===== config.mk =====
export PLATFORM = sky130hd
export DESIGN_NAME = tx_word_queue
export DESIGN_NICKNAME = d
export VERILOG_FILES = /design/src/rtl/txq_pkg.sv /design/src/rtl/txq_host_decode.sv /design/src/rtl/txq_mem.sv /design/src/rtl/txq_ctrl.sv /design/src/rtl/tx_word_queue.sv
export SDC_FILE = /design/constraint.sdc
export NUM_CORES = 1
export LEC_CHECK = 0
export BUFFER_PORTS_ARGS = -buffer_cell sky130_fd_sc_hd__buf_2
export CAP_MARGIN = 20
export CORE_UTILIZATION = 39
export CTS_CLUSTER_DIAMETER = 60
export CTS_CLUSTER_SIZE = 30
export DETAILED_ROUTE_END_ITERATION = 8
export PLACE_DENSITY = 0.61
export SLEW_MARGIN = 5
export SYNTH_ARGS = -nofsm -noshare
export SYNTH_HDL_FRONTEND = slang
export SYNTH_HIERARCHICAL = 1
export SYNTH_SLANG_ARGS = --single-unit

===== constraint.sdc =====
create_clock -name clk -period 5.3 [get_ports clk]
set_input_delay 0.53 -clock clk [delete_from_list [all_inputs] [get_ports clk]]
set_output_delay 0.53 -clock clk [all_outputs]
set_load 0.03 [all_outputs]

===== src/rtl/txq_pkg.sv =====
package txq_pkg;
  typedef enum logic [1:0] {
    HOST_IDLE  = 2'd0,
    HOST_PUSH  = 2'd1,
    HOST_FLUSH = 2'd2
  } host_op_e;
endpackage


===== src/rtl/txq_host_decode.sv =====
module txq_host_decode #(
  parameter int ADDR_W     = 4,
  parameter int DEC_W      = 3,
  parameter logic [DEC_W-1:0] PUSH_CODE  = 3'b011,
  parameter logic [DEC_W-1:0] FLUSH_CODE = 3'b010
) (
  input  logic              wr_i,
  input  logic [ADDR_W-1:0] addr_i,
  output txq_pkg::host_op_e op_o
);
  // only the low DEC_W address bits select the register
  logic [DEC_W-1:0] sel;
  assign sel = addr_i[DEC_W-1:0];

  always_comb begin
    op_o = txq_pkg::HOST_IDLE;
    if (wr_i) begin
      if (sel == FLUSH_CODE)     op_o = txq_pkg::HOST_FLUSH;
      else if (sel == PUSH_CODE) op_o = txq_pkg::HOST_PUSH;
    end
  end
endmodule


===== src/rtl/txq_mem.sv =====
module txq_mem #(
  parameter int DATA_W = 16,
  parameter int DEPTH  = 32,
  localparam int AW    = (DEPTH > 1) ? $clog2(DEPTH) : 1
) (
  input  logic              clk,
  input  logic              we_i,
  input  logic [AW-1:0]     waddr_i,
  input  logic [DATA_W-1:0] wdata_i,
  input  logic              re_i,
  input  logic [AW-1:0]     raddr_i,
  output logic [DATA_W-1:0] rdata_o
);
  logic [DATA_W-1:0] store [DEPTH];

  // simple dual port, synchronous read: maps onto block RAM
  always_ff @(posedge clk) begin
    if (we_i) store[waddr_i] <= wdata_i;
    if (re_i) rdata_o <= store[raddr_i];
  end
endmodule


===== src/rtl/txq_ctrl.sv =====
module txq_ctrl #(
  parameter int DEPTH = 32,
  localparam int AW   = (DEPTH > 1) ? $clog2(DEPTH) : 1,
  localparam int CW   = $clog2(DEPTH + 1)
) (
  input  logic          clk,
  input  logic          rst,
  input  logic          flush_i,
  input  logic          push_i,
  input  logic          pop_i,
  input  logic          mid_parity_i,
  input  logic          more_words_i,
  output logic          we_o,
  output logic [AW-1:0] waddr_o,
  output logic          re_o,
  output logic [AW-1:0] raddr_o,
  output logic [CW-1:0] count_o,
  output logic          empty_o,
  output logic          overflow_o,
  output logic          underrun_o,
  output logic          rd_valid_o
);
  localparam logic [CW-1:0] FULL_CNT = CW'(DEPTH);
  localparam logic [AW-1:0] LAST_IDX = AW'(DEPTH - 1);

  logic [AW-1:0] wptr_q, rptr_q;
  logic [CW-1:0] cnt_q;
  logic          empty_q, ovf_q, unr_q, rvld_q;
  logic          full, push_ok, pop_ok, push_drop;
  logic [CW-1:0] cnt_nxt;

  assign full      = (cnt_q == FULL_CNT);
  assign push_ok   = push_i && !full && !flush_i;
  assign push_drop = push_i && full && !flush_i;
  assign pop_ok    = pop_i && !empty_q && !flush_i;

  always_comb begin
    cnt_nxt = cnt_q;
    if (push_ok && !pop_ok)      cnt_nxt = cnt_q + 1'b1;
    else if (pop_ok && !push_ok) cnt_nxt = cnt_q - 1'b1;
  end

  always_ff @(posedge clk) begin
    if (rst) begin
      wptr_q  <= '0;
      rptr_q  <= '0;
      cnt_q   <= '0;
      empty_q <= 1'b1;
      ovf_q   <= 1'b0;
      unr_q   <= 1'b0;
      rvld_q  <= 1'b0;
    end else begin
      // deadline check uses the occupancy seen before this edge
      unr_q  <= mid_parity_i && more_words_i && empty_q;
      rvld_q <= pop_ok;
      if (flush_i) begin
        wptr_q  <= '0;
        rptr_q  <= '0;
        cnt_q   <= '0;
        empty_q <= 1'b1;
        ovf_q   <= 1'b0;
      end else begin
        if (push_ok) wptr_q <= (wptr_q == LAST_IDX) ? '0 : wptr_q + 1'b1;
        if (pop_ok)  rptr_q <= (rptr_q == LAST_IDX) ? '0 : rptr_q + 1'b1;
        if (push_drop) ovf_q <= 1'b1;
        cnt_q   <= cnt_nxt;
        empty_q <= (cnt_nxt == '0);
      end
    end
  end

  assign we_o       = push_ok;
  assign waddr_o    = wptr_q;
  assign re_o       = pop_ok;
  assign raddr_o    = rptr_q;
  assign count_o    = cnt_q;
  assign empty_o    = empty_q;
  assign overflow_o = ovf_q;
  assign underrun_o = unr_q;
  assign rd_valid_o = rvld_q;
endmodule


===== src/rtl/tx_word_queue.sv =====
module tx_word_queue #(
  parameter int DATA_W = 16,
  parameter int DEPTH  = 32,
  parameter int ADDR_W = 4,
  parameter int DEC_W  = 3,
  parameter logic [DEC_W-1:0] PUSH_CODE  = 3'b011,
  parameter logic [DEC_W-1:0] FLUSH_CODE = 3'b010,
  localparam int AW = (DEPTH > 1) ? $clog2(DEPTH) : 1,
  localparam int CW = $clog2(DEPTH + 1)
) (
  input  logic              clk,
  input  logic              rst,
  input  logic              mreset_i,
  input  logic              host_wr_i,
  input  logic [ADDR_W-1:0] host_addr_i,
  input  logic [DATA_W-1:0] host_wdata_i,
  input  logic              pop_i,
  input  logic              mid_parity_i,
  input  logic              more_words_i,
  output logic [DATA_W-1:0] rd_data_o,
  output logic              rd_valid_o,
  output logic [CW-1:0]     count_o,
  output logic              empty_o,
  output logic              overflow_o,
  output logic              underrun_o
);
  txq_pkg::host_op_e op;
  logic          flush, push;
  logic          we, re;
  logic [AW-1:0] waddr, raddr;

  txq_host_decode #(
    .ADDR_W(ADDR_W), .DEC_W(DEC_W),
    .PUSH_CODE(PUSH_CODE), .FLUSH_CODE(FLUSH_CODE)
  ) dec_i (
    .wr_i   (host_wr_i),
    .addr_i (host_addr_i),
    .op_o   (op)
  );

  assign flush = (op == txq_pkg::HOST_FLUSH) || mreset_i;
  assign push  = (op == txq_pkg::HOST_PUSH);

  txq_ctrl #(.DEPTH(DEPTH)) ctrl_i (
    .clk          (clk),
    .rst          (rst),
    .flush_i      (flush),
    .push_i       (push),
    .pop_i        (pop_i),
    .mid_parity_i (mid_parity_i),
    .more_words_i (more_words_i),
    .we_o         (we),
    .waddr_o      (waddr),
    .re_o         (re),
    .raddr_o      (raddr),
    .count_o      (count_o),
    .empty_o      (empty_o),
    .overflow_o   (overflow_o),
    .underrun_o   (underrun_o),
    .rd_valid_o   (rd_valid_o)
  );

  txq_mem #(.DATA_W(DATA_W), .DEPTH(DEPTH)) mem_i (
    .clk     (clk),
    .we_i    (we),
    .waddr_i (waddr),
    .wdata_i (host_wdata_i),
    .re_i    (re),
    .raddr_i (raddr),
    .rdata_o (rd_data_o)
  );
endmodule


==> metrics.csv, run 1 <==
stage;metric;value;unit
run_status;status;finished, final reports clean;
finish;nets;1373;
drt;vias_per_cell;5.38;
floorplan;io_pins;53;
clocking;cts_root_buf;clkbuf_16;
critical_path;path_max_fanout;10;
timing;maxSlewViolCount;0;
floorplan;die_height;239;µm
clocking;clkTransAtPathRegs;0.08;ns
drt;drcViolationCount;0;
worst_hold_path;hold_path.class;in -> reg;
finish;antennaDiodeCount;0;
floorplan;die_area;57100;µm²
clocking;cts_setup_buffers;0;
timing;fin_tns_setup;0;ns
timing;period_share;61.6;%
logic_synthesis;synth-main-ff-cell;edfxtp_1;
global_route;grt_pass1_wl;72300;µm
timing;tightest_slew;1.08;ns
timing;relSlewSlack;27.8;%
logic_synthesis;netlist.area_leader.share;72.4;%
global_route;gr-total-overflow;0;
logic_synthesis;synth_cells;1283;
logic_synthesis;synth.yosys.warnings;6;
global_route;grt_pass1_vias;11000;
drt;vias;11400;
logic_synthesis;async_flop_share;0;%
logic_synthesis;synth_top_cell_by_area;edfxtp_1;
clocking;cts-resized-gates;0;
logic_synthesis;synth_area;21900;µm²
clocking;clockBufferDepth;3;
timing;fin_crit;3.27;ns
critical_path;crit_chain;inv_1 -> ha_1 -> nand4bb_4 -> o21ai_1 -> inv_1 -> nand3_1 -> nor2_1 -> buf_4;
drt;wirelength;49300;µm
global_route;antenna_found_initial;1;
floorplan;die_w;239;µm
logic_synthesis;syn_avg_cell_area;17.1;µm²
finish;area_growth;10.3;%
power_and_ir_drop;p_total;7.97;mW
critical_path;worstSetupEndpointType;flip-flop;
clocking;cts_tree;yes;
drt;antenna_left;0;
clocking;cts_sinks;548;
logic_synthesis;synth_edf_count;528;
worst_hold_path;min_path_cells;2;
placed_design;hpwl;28500;µm
timing;rsz0062_at_grt;false;
floorplan;row_count;86;
clocking;cts_hold_buf;0;
placed_design;io_buffers;51;
logic_synthesis;synthTopCellsByArea;edfxtp_1 (72%), mux2i_1 (12%), a22oi_1 (2.2%);
critical_path;startpoint_type;flip-flop;
drt;routedWlPerCell;23.3;µm
clocking;cts_buffers;36;
clocking;worstSkewPairLatency;0.58;ns
logic_synthesis;ys_seq_elements;548;
timing;setup_viol;0;
finish;drive_above_1_share;13.1;%
clocking;cts_max_level;2;
critical_path;worst_ep_required_time;5.56;ns
global_route;grt_max_degree;62;
global_route;grtUsageTotal;17.4;%
finish;layout_commonest_cell;edfxtp_1;
drt;dr.pass1.iters;5;
critical_path;worstPathArrival;3.52;ns
critical_path;cpPeakStageDelay;0.72;ns
power_and_ir_drop;cellLeakagePower;7.20;nW
finish;final_cell_mix;edfxtp_1 (528), mux2i_1 (257), a22oi_1 (64), buf_2 (51), nor2_1 (47);
critical_path;crit_type;reg -> reg;
timing;final-hold-violation-count;0;
drt;first_iter_violations;1184;
logic_synthesis;synth_nets;1317;
placed_design;place_congestion;0.761;
timing;max_clock_freq;0.306;GHz
timing;fin_skew;0.0275;ns
power_and_ir_drop;peakVddDrop;203;µV
floorplan;start_util;39.6;%
critical_path;crit_path_frequent_cell;inv_1;
logic_synthesis;yosysSeqAreaShare;74.2;%
logic_synthesis;synthDistinctLibCells;60;
floorplan;core;55300;µm²
critical_path;slowest_stage;nor2_1;
run;drv_cap;0;
power_and_ir_drop;power.density_cell_area;330;nW/µm²
critical_path;r2r_cells;8;
## area by class of cell
type,instances,area [µm²]
flip-flops and latches,548,16300
well taps,748,936
clock inverters,27,368
inverters,4,15.0
clock buffers,37,926
fillers,4877,31100
repair buffers,92,601
multi-input cells,657,5060
## critical path, delay by kind of cell (launching register included)
family | cells | cell delay [ns]
buffers and inverters | 3 | 0.71
flip-flops | 1 | 0.50
AO/OA/AOI/OAI | 1 | 0.23
adder cells (fa/ha/maj) | 1 | 0.25
AND/OR/NAND/NOR | 3 | 1.26
## through the flow
| step | setup WS, ns | hold slack, ns | instance area [µm²] | util (%) | std cells |
|---|---|---|---|---|---|
| after floorplan | 1.95 | 0.451 | 21900 | - | 1283 |
| after global placement | 1.53 | 0.498 | 22900 | 41.4 | 2049 |
| after detailed placement | 1.48 | 0.502 | 22900 | 41.4 | 2049 |
| after CTS | 1.99 | 0.200 | 24200 | 43.7 | 2113 |
| after global routing | 1.75 | 0.217 | 24200 | 43.7 | 2113 |
| final | 2.03 | 0.230 | 24200 | 43.7 | 2113 |
## cells by family after synthesis
kind of cell | synth area share (%)
muxes | 11.7
and+or+nand+nor | 4.94
DFF | 74.2
adders and majority gates | 0.400
AOI/OAI and AO/OA | 5.65
xor gates and xnor gates | 0.280
buffers and inverters | 2.78
## synthesized netlist by cell type (all sizes together) (4+ instances only)
master / count
clkbuf: 16
xnor2: 5
a31oi: 19
mux2i: 257
nand2: 45
o21ai: 9
ha: 7
a22oi: 64
buf: 58
dfxtp: 20
nand3b: 5
nand4: 18
nor2: 51
nand3: 39
a21oi: 45
a22o: 32
edfxtp: 528
nor3: 21
inv: 4
## path summary, 6_finish.rpt
kind	startpoint	to	slack [ns]
max reg2reg	ctrl_i/count_o[0]	mem_i/store[27][9]	2.03
min	mid_parity_i	ctrl_i/underrun_o	0.23
max	ctrl_i/count_o[0]	mem_i/store[27][9]	2.03
min reg2reg	ctrl_i/overflow_o	ctrl_i/overflow_o	0.52
## registers in the layout (all words and copies together), names as in the netlist
name / flops
ctrl_i/count_o: 6
ctrl_i/empty_o: 1
ctrl_i/overflow_o: 1
ctrl_i/raddr_o: 5
ctrl_i/rd_valid_o: 1
ctrl_i/underrun_o: 1
ctrl_i/waddr_o: 5
mem_i/rdata_o: 16
mem_i/store: 512
## report_power, final
part           internal (mW)  switching [mW]  leakage (nW)  total, mW
Combinational         0.0257           0.107          1.66      0.132
Clock                   1.49            1.61         0.628       3.09
Sequential              4.74         0.00341          4.91       4.74
## layer usage
layer | wire length (µm) | share of wire, % | global-route usage [%] | vias to the layer above
met5 | 17 | 0.035 | 0 | -
met4 | 1490 | 3.0 | 6.37 | 2
met3 | 2870 | 5.8 | 2.78 | 68
met2 | 23000 | 47 | 27.5 | 320
met1 | 21900 | 44 | 24.3 | 5791
li1 | - | - | - | 5179
No activity file was read; power rests on OpenSTA's default activity.
==> inputs of run 2 (changes only) <==
ABC_AREA = 1   (was not set)
clock period = 3.3 ns   (was 5.3 ns; I/O delays follow)
==> metrics.csv, run 2 <==
stage;metric;value;unit;change
placed_design;io_buffers;51;;unchanged
clocking;cts_max_level;2;;unchanged
finish;antennaDiodeCount;0;;unchanged
finish;fin_area;25100;µm²;+4.0%
timing;max_clock_freq;0.425;GHz;+39%
clocking;worstSkewPairLatency;0.59;ns;about the same
placed_design;place_congestion;0.822;;+7.9%
timing;tightest_slew;0.965;ns;-0.117 ns
floorplan;die_area;59300;µm²;+3.7%
clocking;clkTransAtPathRegs;0.08;ns;about the same
clocking;cts_root_buf;clkbuf_16;;
drt;dr.pass1.iters;5;;unchanged
logic_synthesis;synth_top_cell_by_area;edfxtp_1;;
floorplan;row_count;88;;+2.3%
logic_synthesis;synthDistinctLibCells;33;;-45%
timing;fin_skew;0.0199;ns;-0.00757 ns
finish;largest_reg_flops;512;;unchanged
clocking;clockBufferDepth;3;;unchanged
logic_synthesis;synth_area;22700;µm²;+3.8%
logic_synthesis;synth_nets;2007;;+52%
critical_path;worstSetupEndpointType;flip-flop;;
drt;routedWlPerCell;19.6;µm;-16%
timing;fin_ws;0.947;ns;-1.09 ns
global_route;grt_pass1_vias;14000;;+27%
finish;drive_above_1_share;10.0;%;-3.1 points
logic_synthesis;async_flop_share;0;%;unchanged
logic_synthesis;ys_top_cells_by_count;nand2_1 (756), edfxtp_1 (528), nand3_1 (407), nor2_1 (61), buf_2 (33);;
critical_path;path_max_fanout;16;;+6
timing;final-hold-violation-count;0;;unchanged
timing;setup_viol;0;;unchanged
floorplan;start_util;39.4;%;-0.21 points
drt;first_iter_violations;1324;;+12%
timing;rsz0062_at_grt;false;;
global_route;grt_pass1_wl;83900;µm;+16%
power_and_ir_drop;peakVddDrop;327;µV;+61%
logic_synthesis;netlist.area_leader.share;69.8;%;-2.6 points
critical_path;crit_type;reg -> reg;;
critical_path;worstPathArrival;2.61;ns;-0.91 ns
drt;drcViolationCount;0;;unchanged
placed_design;dpl-instance-area;23800;µm²;+4.1%
finish;nets;2049;;+49%
global_route;antenna_found_initial;0;;-1
timing;relSlewSlack;35.7;%;+7.9 points
floorplan;die_w;243;µm;+1.8%
floorplan;die_height;243;µm;+1.8%
logic_synthesis;yosysSeqAreaShare;71.5;%;-2.7 points
drt;vias;14400;;+27%
finish;layout_commonest_cell;nand2_1;;
logic_synthesis;synth.yosys.warnings;6;;unchanged
floorplan;core;57700;µm²;+4.3%
finish;top_register;mem_i/store;;
logic_synthesis;synth_most_common_cell;nand2_1;;
logic_synthesis;synth_cells;1973;;+54%
clocking;cts_tree;yes;;
floorplan;io_pins;53;;unchanged
global_route;grt_max_degree;135;;+120%
global_route;gr-total-overflow;0;;unchanged
logic_synthesis;syn_avg_cell_area;11.5;µm²;-33%
drt;antenna_left;0;;unchanged
clocking;cts_buffers;36;;unchanged
global_route;grtUsageTotal;18.6;%;+1.2 points
run;drv_cap;0;;unchanged
logic_synthesis;ys_seq_elements;548;;unchanged
timing;period_share;71.3;%;+9.7 points
logic_synthesis;synthTopCellsByArea;edfxtp_1 (70%), nand2_1 (12%), nand3_1 (9.0%);;
logic_synthesis;synth_edf_count;528;;unchanged
critical_path;startpoint_type;flip-flop;;
critical_path;rrSetupSlack;0.95;ns;-1.09 ns
timing;maxSlewViolCount;0;;unchanged
drt;vias_per_cell;5.14;;-4.4%
critical_path;worst_ep_required_time;3.56;ns;-2.00 ns
power_and_ir_drop;cellLeakagePower;9.11;nW;+27%
clocking;cts_sinks;548;;unchanged
worst_hold_path;hold_path.class;in -> reg;;
placed_design;hpwl;31500;µm;+10%
drt;wirelength;55000;µm;+12%
timing;fin_crit;2.35;ns;-0.914 ns
finish;area_growth;10.6;%;
timing;fin_tns_setup;0;ns;unchanged
finish;final_cell_mix;nand2_1 (756), edfxtp_1 (528), nand3_1 (407), nor2_1 (53), buf_2 (51);;
logic_synthesis;synth-main-ff-cell;edfxtp_1;;
placed_design;dp_slack;0.760;ns;-0.721 ns
power_and_ir_drop;power.density_cell_area;511;nW/µm²;+55%
run_status;status;finished, final reports clean;;
clocking;cts-resized-gates;0;;unchanged
-- run 2: changes by cell type after synthesis, moves of 17 or more --
cell	previous run	this run
nand2_1	45	756
nand3_1	39	407
mux2i_1	257	0
a22oi_1	64	0
a21oi_1	45	4
a22o_1	32	0
inv_1	4	32
a31oi_1	19	0
buf_6	8	25
-- run 2: worst paths after layout --
kind | depth (start not counted) | to | from
max | 11 | mem_i/store[1][12] | ctrl_i/count_o[0]
min | 4 | ctrl_i/raddr_o[3] | pop_i
max reg2reg | 11 | mem_i/store[1][12] | ctrl_i/count_o[0]
min reg2reg | 2 | ctrl_i/overflow_o | ctrl_i/overflow_o
-- run 2: repair_timing --
action,4_1_cts,5_1_grt
hold buffers,2,0
setup buffers,0,0
endpoints found under the setup margin,0,0
endpoints found under the hold margin,2,0
-- run 2: cells by family (layout without fill, tap and decap cells) --
logic type,Yosys count,count (layout),synth area share [%]
adders and majority gates,7,7,0.385
DFF,548,548,71.5
AOI/OAI and AO/OA,12,12,0.275
and+or+nand+nor,1252,1252,23.5
xor gates and xnor gates,6,6,0.231
buffers and inverters,148,216,4.08
-- run 2: power by group --
part	internal [mW]	switching, mW
sequential	7.61	0.00202
combinational	0.0304	0.171
clock	2.51	2.52
-- run 2: stage by stage --
stage	utilization (%)	std cells	total power [mW]	hold WS [ns]
global route	43.6	2806	13.2	0.144
detailed placement	41.3	2740	7.97	0.459
global placement	41.3	2740	7.96	0.456
finish	43.6	2806	12.8	0.139
CTS	43.6	2806	13.0	0.110
floorplan	-	1973	7.81	0.402
-- run 2: layout make-up --
class	instances	area, µm²
flip-flops and latches	548	16300
multi-input cells	1277	5570
repair buffers	113	888
well taps	765	957
fillers	5314	32600
clock inverters	25	364
inverters	39	163
clock buffers	39	933
-- run 2: critical path, cell delays in order, from the launching register on --
cell and delay (ns):
dfxtp_1 0.42, inv_1 0.13, ha_1 0.21, nand2_1 0.05, inv_1 0.06, nand3_4 0.12
nand2_8 0.10, inv_1 0.21, nand3_1 0.14, buf_4 0.18, nor2_2 0.10, buf_4 0.31
-- run 2: routing by layer --
layer	vias up	GRT usage (%)	share of wire (%)
li1	6898	-	-
met1	7077	26.2	45
met2	396	30.0	47
met3	58	2.72	5.6
met4	0	4.96	1.9
met5	-	0	0
